$ cat src/rtl/sysint_pkg.sv
package sysint_pkg;

    localparam int unsigned REG_W    = 8;
    localparam int unsigned BIT_PLL  = 3;
    localparam int unsigned BIT_LVR  = 2;
    localparam int unsigned BIT_VMON = 1;
    localparam int unsigned BIT_IEN  = 0;

    // live hardware status fields, sampled as a group
    typedef struct packed {
        logic pll_lock;
        logic vmon_below;
    } hw_status_t;

    localparam int unsigned HW_W = $bits(hw_status_t);

    typedef struct packed {
        logic pll_lock;
        logic lvr_flag;
        logic vmon_below;
        logic irq_en;
    } csr_fields_t;

    typedef struct packed {
        logic any_rst;
        logic lvr_set;
        logic lvr_clr;
    } rst_ctl_t;

    function automatic logic [REG_W-1:0] pack_csr(input csr_fields_t f);
        logic [REG_W-1:0] v;
        v           = '0;
        v[BIT_PLL]  = f.pll_lock;
        v[BIT_LVR]  = f.lvr_flag;
        v[BIT_VMON] = f.vmon_below;
        v[BIT_IEN]  = f.irq_en;
        return v;
    endfunction

endpackage

$ cat src/rtl/sysint_rst_ctrl.sv
module sysint_rst_ctrl
    import sysint_pkg::*;
(
    input  logic     rst_por,
    input  logic     rst_ext,
    input  logic     rst_wdg,
    input  logic     lvr_event,
    output rst_ctl_t ctl
);
    always_comb begin
        ctl.any_rst = rst_por | rst_ext | rst_wdg | lvr_event;
        ctl.lvr_set = lvr_event;
        ctl.lvr_clr = rst_por & ~lvr_event;
    end
endmodule

$ cat src/rtl/sysint_status_pipe.sv
module sysint_status_pipe #(
    parameter int unsigned WIDTH  = 2,
    parameter int unsigned STAGES = 1
) (
    input  logic             clk,
    input  logic             rst,
    input  logic [WIDTH-1:0] din,
    output logic [WIDTH-1:0] q,
    output logic [WIDTH-1:0] q_next
);
    localparam int unsigned LAST = STAGES - 1;

    logic [WIDTH-1:0] st [STAGES];

    for (genvar i = 0; i < STAGES; i++) begin : g_stage
        if (i == 0) begin : g_first
            always_ff @(posedge clk) begin
                if (rst) st[i] <= '0;
                else     st[i] <= din;
            end
        end else begin : g_next
            always_ff @(posedge clk) begin
                if (rst) st[i] <= '0;
                else     st[i] <= st[i-1];
            end
        end
    end

    if (STAGES == 1) begin : g_nx1
        assign q_next = din;
    end else begin : g_nxn
        assign q_next = st[LAST-1];
    end

    assign q = st[LAST];
endmodule

$ cat src/rtl/sysint_lvr_flag.sv
module sysint_lvr_flag (
    input  logic clk,
    input  logic set_hw,
    input  logic clr_por,
    input  logic sw_wr,
    input  logic sw_bit,
    output logic flag
);
    always_ff @(posedge clk) begin
        if (set_hw)                  flag <= 1'b1;
        else if (clr_por)            flag <= 1'b0;
        else if (sw_wr && !sw_bit)   flag <= 1'b0;
    end
endmodule

$ cat src/rtl/sysint_irq_ctrl.sv
module sysint_irq_ctrl (
    input  logic clk,
    input  logic rst,
    input  logic flag_q,
    input  logic flag_next,
    input  logic ien,
    input  logic ack,
    output logic irq
);
    logic pend_q;
    logic rise;

    assign rise = flag_next & ~flag_q & ien;

    always_ff @(posedge clk) begin
        if (rst)       pend_q <= 1'b0;
        else if (rise) pend_q <= 1'b1;
        else if (ack)  pend_q <= 1'b0;
    end

    assign irq = pend_q & ien;
endmodule

$ cat src/rtl/sysint_csr.sv
module sysint_csr
    import sysint_pkg::*;
#(
    parameter int unsigned STATUS_STAGES = 1
) (
    input  logic             clk,
    input  logic             rst_por,
    input  logic             rst_ext,
    input  logic             rst_wdg,
    input  logic             lvr_event,
    input  logic             pll_lock_i,
    input  logic             vmon_below_i,
    input  logic             bus_we,
    input  logic [REG_W-1:0] bus_wdata,
    output logic [REG_W-1:0] bus_rdata,
    input  logic             irq_ack,
    output logic             irq_o
);
    rst_ctl_t    rctl;
    hw_status_t  hw_in, hw_q, hw_nx;
    csr_fields_t fields;
    logic        lvr_q;
    logic        ien_q;
    logic        wr_ok;

    sysint_rst_ctrl u_rst (
        .rst_por   (rst_por),
        .rst_ext   (rst_ext),
        .rst_wdg   (rst_wdg),
        .lvr_event (lvr_event),
        .ctl       (rctl)
    );

    assign hw_in = '{pll_lock: pll_lock_i, vmon_below: vmon_below_i};

    sysint_status_pipe #(
        .WIDTH  (HW_W),
        .STAGES (STATUS_STAGES)
    ) u_pipe (
        .clk    (clk),
        .rst    (rctl.any_rst),
        .din    (hw_in),
        .q      (hw_q),
        .q_next (hw_nx)
    );

    assign wr_ok = bus_we & ~rctl.any_rst;

    sysint_lvr_flag u_lvr (
        .clk     (clk),
        .set_hw  (rctl.lvr_set),
        .clr_por (rctl.lvr_clr),
        .sw_wr   (wr_ok),
        .sw_bit  (bus_wdata[BIT_LVR]),
        .flag    (lvr_q)
    );

    always_ff @(posedge clk) begin
        if (rctl.any_rst) ien_q <= 1'b0;
        else if (wr_ok)   ien_q <= bus_wdata[BIT_IEN];
    end

    sysint_irq_ctrl u_irq (
        .clk       (clk),
        .rst       (rctl.any_rst),
        .flag_q    (hw_q.vmon_below),
        .flag_next (hw_nx.vmon_below),
        .ien       (ien_q),
        .ack       (irq_ack),
        .irq       (irq_o)
    );

    always_comb begin
        fields.pll_lock   = hw_q.pll_lock;
        fields.lvr_flag   = lvr_q;
        fields.vmon_below = hw_q.vmon_below;
        fields.irq_en     = ien_q;
    end

    assign bus_rdata = pack_csr(fields);
endmodule

$ cat config.mk
export PLATFORM = sky130hd
export DESIGN_NAME = sysint_csr
export DESIGN_NICKNAME = d
export VERILOG_FILES = /design/src/rtl/sysint_pkg.sv /design/src/rtl/sysint_rst_ctrl.sv /design/src/rtl/sysint_status_pipe.sv /design/src/rtl/sysint_lvr_flag.sv /design/src/rtl/sysint_irq_ctrl.sv /design/src/rtl/sysint_csr.sv
export SDC_FILE = /design/constraint.sdc
export NUM_CORES = 1
export LEC_CHECK = 0
export CAP_MARGIN = 15
export CORE_AREA = 5 5 42 44
export DETAILED_ROUTE_END_ITERATION = 8
export DIE_AREA = 0 0 47 49
export DONT_BUFFER_PORTS = 1
export GPL_TIMING_DRIVEN = 0
export PLACE_DENSITY = 0.41
export RECOVER_POWER = 25
export SLEW_MARGIN = 15
export SYNTH_ARGS = -nofsm -noshare
export SYNTH_HDL_FRONTEND = slang
export SYNTH_HIERARCHICAL = 1
export SYNTH_SLANG_ARGS = --single-unit
$ cat constraint.sdc
create_clock -name clk -period 2.87 [get_ports clk]
set_clock_uncertainty 0.2 [all_clocks]
set_input_delay 0.574 -clock clk [delete_from_list [all_inputs] [get_ports clk]]
set_output_delay 0.574 -clock clk [all_outputs]
set_load 0.01 [all_outputs]
# After elaboration in Yosys (flattened, before gate mapping)
# Memory sizes are Yosys's and may differ from the RTL's.
# Index checks and enable logic that the tools add are counted.
[classes] n_mux=9 bitwise_logic=11 reduce_logical=5
[ops] cell="$mux 1" n=8
[ops] cell="$and 1x1->1" n=5
[ops] cell="$reduce_bool 2->1" n=2
[ops] cell="$not 1->1" n=3
[ops] cell="$or 1x1->1" n=3
[ops] cell="$mux 2" n=1
[ops] cell="$reduce_or 2->1" n=1
[ops] cell="$logic_and 1x1->1" n=1
[ops] cell="$logic_not 1->1" n=1
[word_totals] reg_bits=3 ram_bits=2 input_bits=17 output_inout_bits=9 wordCells=29 n_memories=1
[mem_list] name="u_pipe.st" depth=1 word_bits=2 rd=1 rd_clocked_by_memory_dff=0 wr=1 line="sysint_status_pipe.sv:13" rtl="logic [WIDTH-1:0] st [STAGES];"

# Longest topological paths before layout
[logic_depth] ltp_word=8 mapped_depth=4 mapped_depth_nobuf=4

# Modules after synthesis
# Netlist, hierarchy kept.
[by_module_without_submodules] mod="sysint_csr" instances=1 cells_each=11 area_each_um2=88.8 seq_area_each_um2=20.0
[by_module_without_submodules] mod="sysint_status_pipe" instances=1 cells_each=6 area_each_um2=67.6 seq_area_each_um2=40.0
[by_module_without_submodules] mod="sysint_irq_ctrl" instances=1 cells_each=5 area_each_um2=45.0 seq_area_each_um2=20.0
[by_module_without_submodules] mod="sysint_lvr_flag" instances=1 cells_each=4 area_each_um2=38.8 seq_area_each_um2=20.0
[by_module_without_submodules] mod="sysint_rst_ctrl" instances=1 cells_each=3 area_each_um2=21.3 seq_area_each_um2=0.0

# Worst setup path after synthesis
# OpenSTA, ideal clock, no wires.
[synth_timing] kind="input to register" startpoint="input rst_ext" endpoint="register u_lvr.flag" setup_ns=0.115 t_arrival_ns=1.541 slack_ns=1.013 path_stages=4 cell_sequence="or4_1 -> nor2b_1 -> nand2b_1 -> a31o_1"
[synth_via] elab_chain_cells=7
[synth_rtl] element="start, declared" line="sysint_csr.sv:8" rtl="input logic rst_ext,"
[synth_rtl] element="$or 1x1->1 (3 in series)" line="sysint_rst_ctrl.sv:11" rtl="ctl.any_rst = rst_por | rst_ext | rst_wdg | lvr_event;"
[synth_rtl] element="$not 1->1" line="sysint_csr.sv:47" rtl="assign wr_ok = bus_we & ~rctl.any_rst;"
[synth_rtl] element="$and 1x1->1" line="sysint_csr.sv:47"
[synth_rtl] element="via wr_ok" line="sysint_csr.sv:24" rtl="logic wr_ok;"
[synth_rtl] element="$logic_and 1x1->1" line="sysint_lvr_flag.sv:12" rtl="else if (sw_wr && !sw_bit) flag <= 1'b0;"
[synth_rtl] element="$reduce_bool 2->1 (no line)"
[synth_rtl] element="end signal, assigned" line="sysint_lvr_flag.sv:10" rtl="if (set_hw) flag <= 1'b1;"
[synth_rtl] element="end signal, assigned" line="sysint_lvr_flag.sv:11" rtl="else if (clr_por) flag <= 1'b0;"
[synth_rtl] element="end signal, assigned" line="sysint_lvr_flag.sv:12"
[synth_rtl] element="end, declared" line="sysint_lvr_flag.sv:7" rtl="output logic flag"
# The timed path passes the listed nets, and every way through them passes these cells.
# A chain may end at the register's enable or synchronous reset.

# Worst setup path in the final report
# Same ends and word-level chain as after synthesis.

==> summary.txt <==
STA
  • Min cycle time layout: between 1.5 and 2 ns
  • Fin. Hold Viols: 0
  • Max Clk Rate: 580 MHz
  • Final setup fails: 0
  • Pins Over Slew Limit: 0
  • RSZ-0062 raised after global routing: no
  • Final period util: about three fifths
  • Total negative slack: 0 ns
  • Hold slack: around 0.27 ns

Cells and area
  • Final instance area: about 310 sq um
  • Reg area: between 100 and 150 sq um
  • Commonest non-fill, non-tap cells in the layout: buf_4 (8), dfxtp_1 (5), nor2b_1 (4), conb_1 (4), clkbuf_4 (3)
  • Final Core Density: between 20% and 30%
  • Most common cell after layout, fill and taps aside: buf_4
  • Layout cells sized above 1: approximately a third
  • Final #Nets: 53
  • Syn-to-layout area delta: 22.7%
  • Multi-input gate area: about 100 sq um
  • Ant diodes: 0
  • Fillers: 158

Setup path
  • Data required time of the worst path: around 2.8 ns
  • WS Path Type: input port to register
  • WP data arrival: 1.65 ns
  • Crit path capture type: register
  • Crit-path slowest cell: or4_1
  • CP max stage delay: roughly 0.62 ns
  • Buffer and inverter count on the worst path: 0
  • Top delay family on crit path: simple AND/OR/NAND/NOR gates
  • R2R setup slack: 1.96 ns
  • Crit-path max FO: 5
  • Crit-path cells: or4_1 > nor2b_1 > nand2b_1 > a31o_1
  • Startpoint Class: input port

Power
  • Pwr/cell area: 539 nW/um^2
  • Leakage: between 0.1 and 0.15 nW
  • Register share of total power: a little over two fifths
  • Cell internal pwr: around 130 uW
  • Sw Pwr: ~34 uW
  • Logic pwr share: 9.4%
  • Switching share of total power: between 20% and 30%
  • Clock share of power: 47.4%
  • Peak VDD IR: just over 0.0002 V

Status
  • Outcome: complete, no violations

Clock tree
  • CTS Root Buffer Type: clkbuf_4
  • Hold_buf cts: 0
  • Post-CTS Setup Bufs: 0
  • Worst-Skew Late Latency: roughly 0.24 ns
  • TritonCTS clock tree: done
  • Clock sink count: 5
  • Resize count post-CTS: 0
  • H-tree levels: 1
  • Clock Path Buffers: 2
  • CTS clk-pin slew, worst paths: 0.04 ns
  • TritonCTS Buffers: 3

GRT
  • Total grt overflow: 0
  • Initial antenna violation count: 0
  • GR Util met1: 4.40%
  • Number of global-route vias before repair: 196
  • Global Route Usage Sum: about 5.4%
  • Top Usage Layer GRT: met3
  • Largest net degree at the start of global routing: 6
  • First-pass GRT wire length: 786 microns
  • Met2 Usage GRT: 7.47%
  • Grt met3 use: around 7.7%

Detailed routing
  • Routed wire length: approximately 520 microns
  • DRT iter0 DRCs: 0
  • Drt wl/cell: 10.2 microns
  • Via Count: 192
  • DR pass1 iterations: 1
  • Vias per inst: 3.76
  • DRC viols: 0
  • Remaining antenna violation count after routing: 0

Place
  • Placed Instance Area: between 200 and 300 sq um
  • I/O Buffers: 0
  • Placer Congestion: 0.692
  • DP Wirelength: approximately 450 microns

Run
  • Max Cap Viol: 0

Floorplan
  • Die height: between 40 and 50 microns
  • Die Area: roughly 2300 sq um
  • Io pins: 26
  • Core box area: 1400 sq um
  • Die X: between 40 and 50 microns
  • Starting Density: a little under a fifth
  • Cell Rows: 14

Worst hold path
  • Hold Crit Class: register to register

Synthesis
  • Syn Inst Count: 28
  • Post-Syn Area: between 200 and 300 sq um
  • Yosys warns: 6
  • Avg Synthesized Cell Area: a little over 9 sq um
## power by group through the flow
| stage | sequential, mW | combinational, mW | clock, mW |
|---|---|---|---|
| final | 0.0725 | 0.0158 | 0.0795 |
| after global routing | 0.0726 | 0.0174 | 0.0881 |
| after CTS | 0.0725 | 0.0158 | 0.0831 |
| after detailed placement | 0.0737 | 0.0158 | 0 |
| after global placement | 0.0736 | 0.0153 | 0 |
| after floorplan | 0.0735 | 0.0148 | 0 |
## final timing paths
kind                        start  cells after the start      endpoint
setup / recovery          rst_ext                      4    u_lvr/flag
hold / removal       u_irq/pend_q                      2  u_irq/pend_q
setup reg to reg  u_pipe/st[0][0]                      2  u_irq/pend_q
hold reg to reg      u_irq/pend_q                      2  u_irq/pend_q
## sequential cells by signal (all words and copies together), names as in the netlist
name and count:
u_pipe/st 2, ien_q 1, u_irq/pend_q 1, u_lvr/flag 1
## per-stage QoR
| step | total power [mW] | cells | setup slack (ns) |
|---|---|---|---|
| floorplan | 0.0882 | 31 | 1.01 |
| global placement | 0.0890 | 47 | 0.952 |
| detailed placement | 0.0895 | 47 | 0.870 |
| CTS | 0.171 | 51 | 1.13 |
| global route | 0.178 | 51 | 1.07 |
| finish | 0.168 | 51 | 1.15 |
## routing by layer
| metal | routed length [microns] | part of all wire, % |
|---|---|---|
| met3 | 118 | 23 |
| met4 | 0 | 0 |
| met1 | 181 | 35 |
| met5 | 0 | 0 |
| met2 | 221 | 42 |
## worst reg2reg max path: stages, from the launching register on
cell and delay, ns:
dfxtp_1 0.34, nand3b_1 0.17, a21oi_1 0.14
## area by class of cell
cell class                 count  area share, %
buffer                         8           19.3
clock buffer                   4           8.43
inverter                       1           1.20
multi-input combinational     17           32.5
sequential                     5           32.1
tap                           16           6.43
No activity file was read; power rests on OpenSTA's default activity.
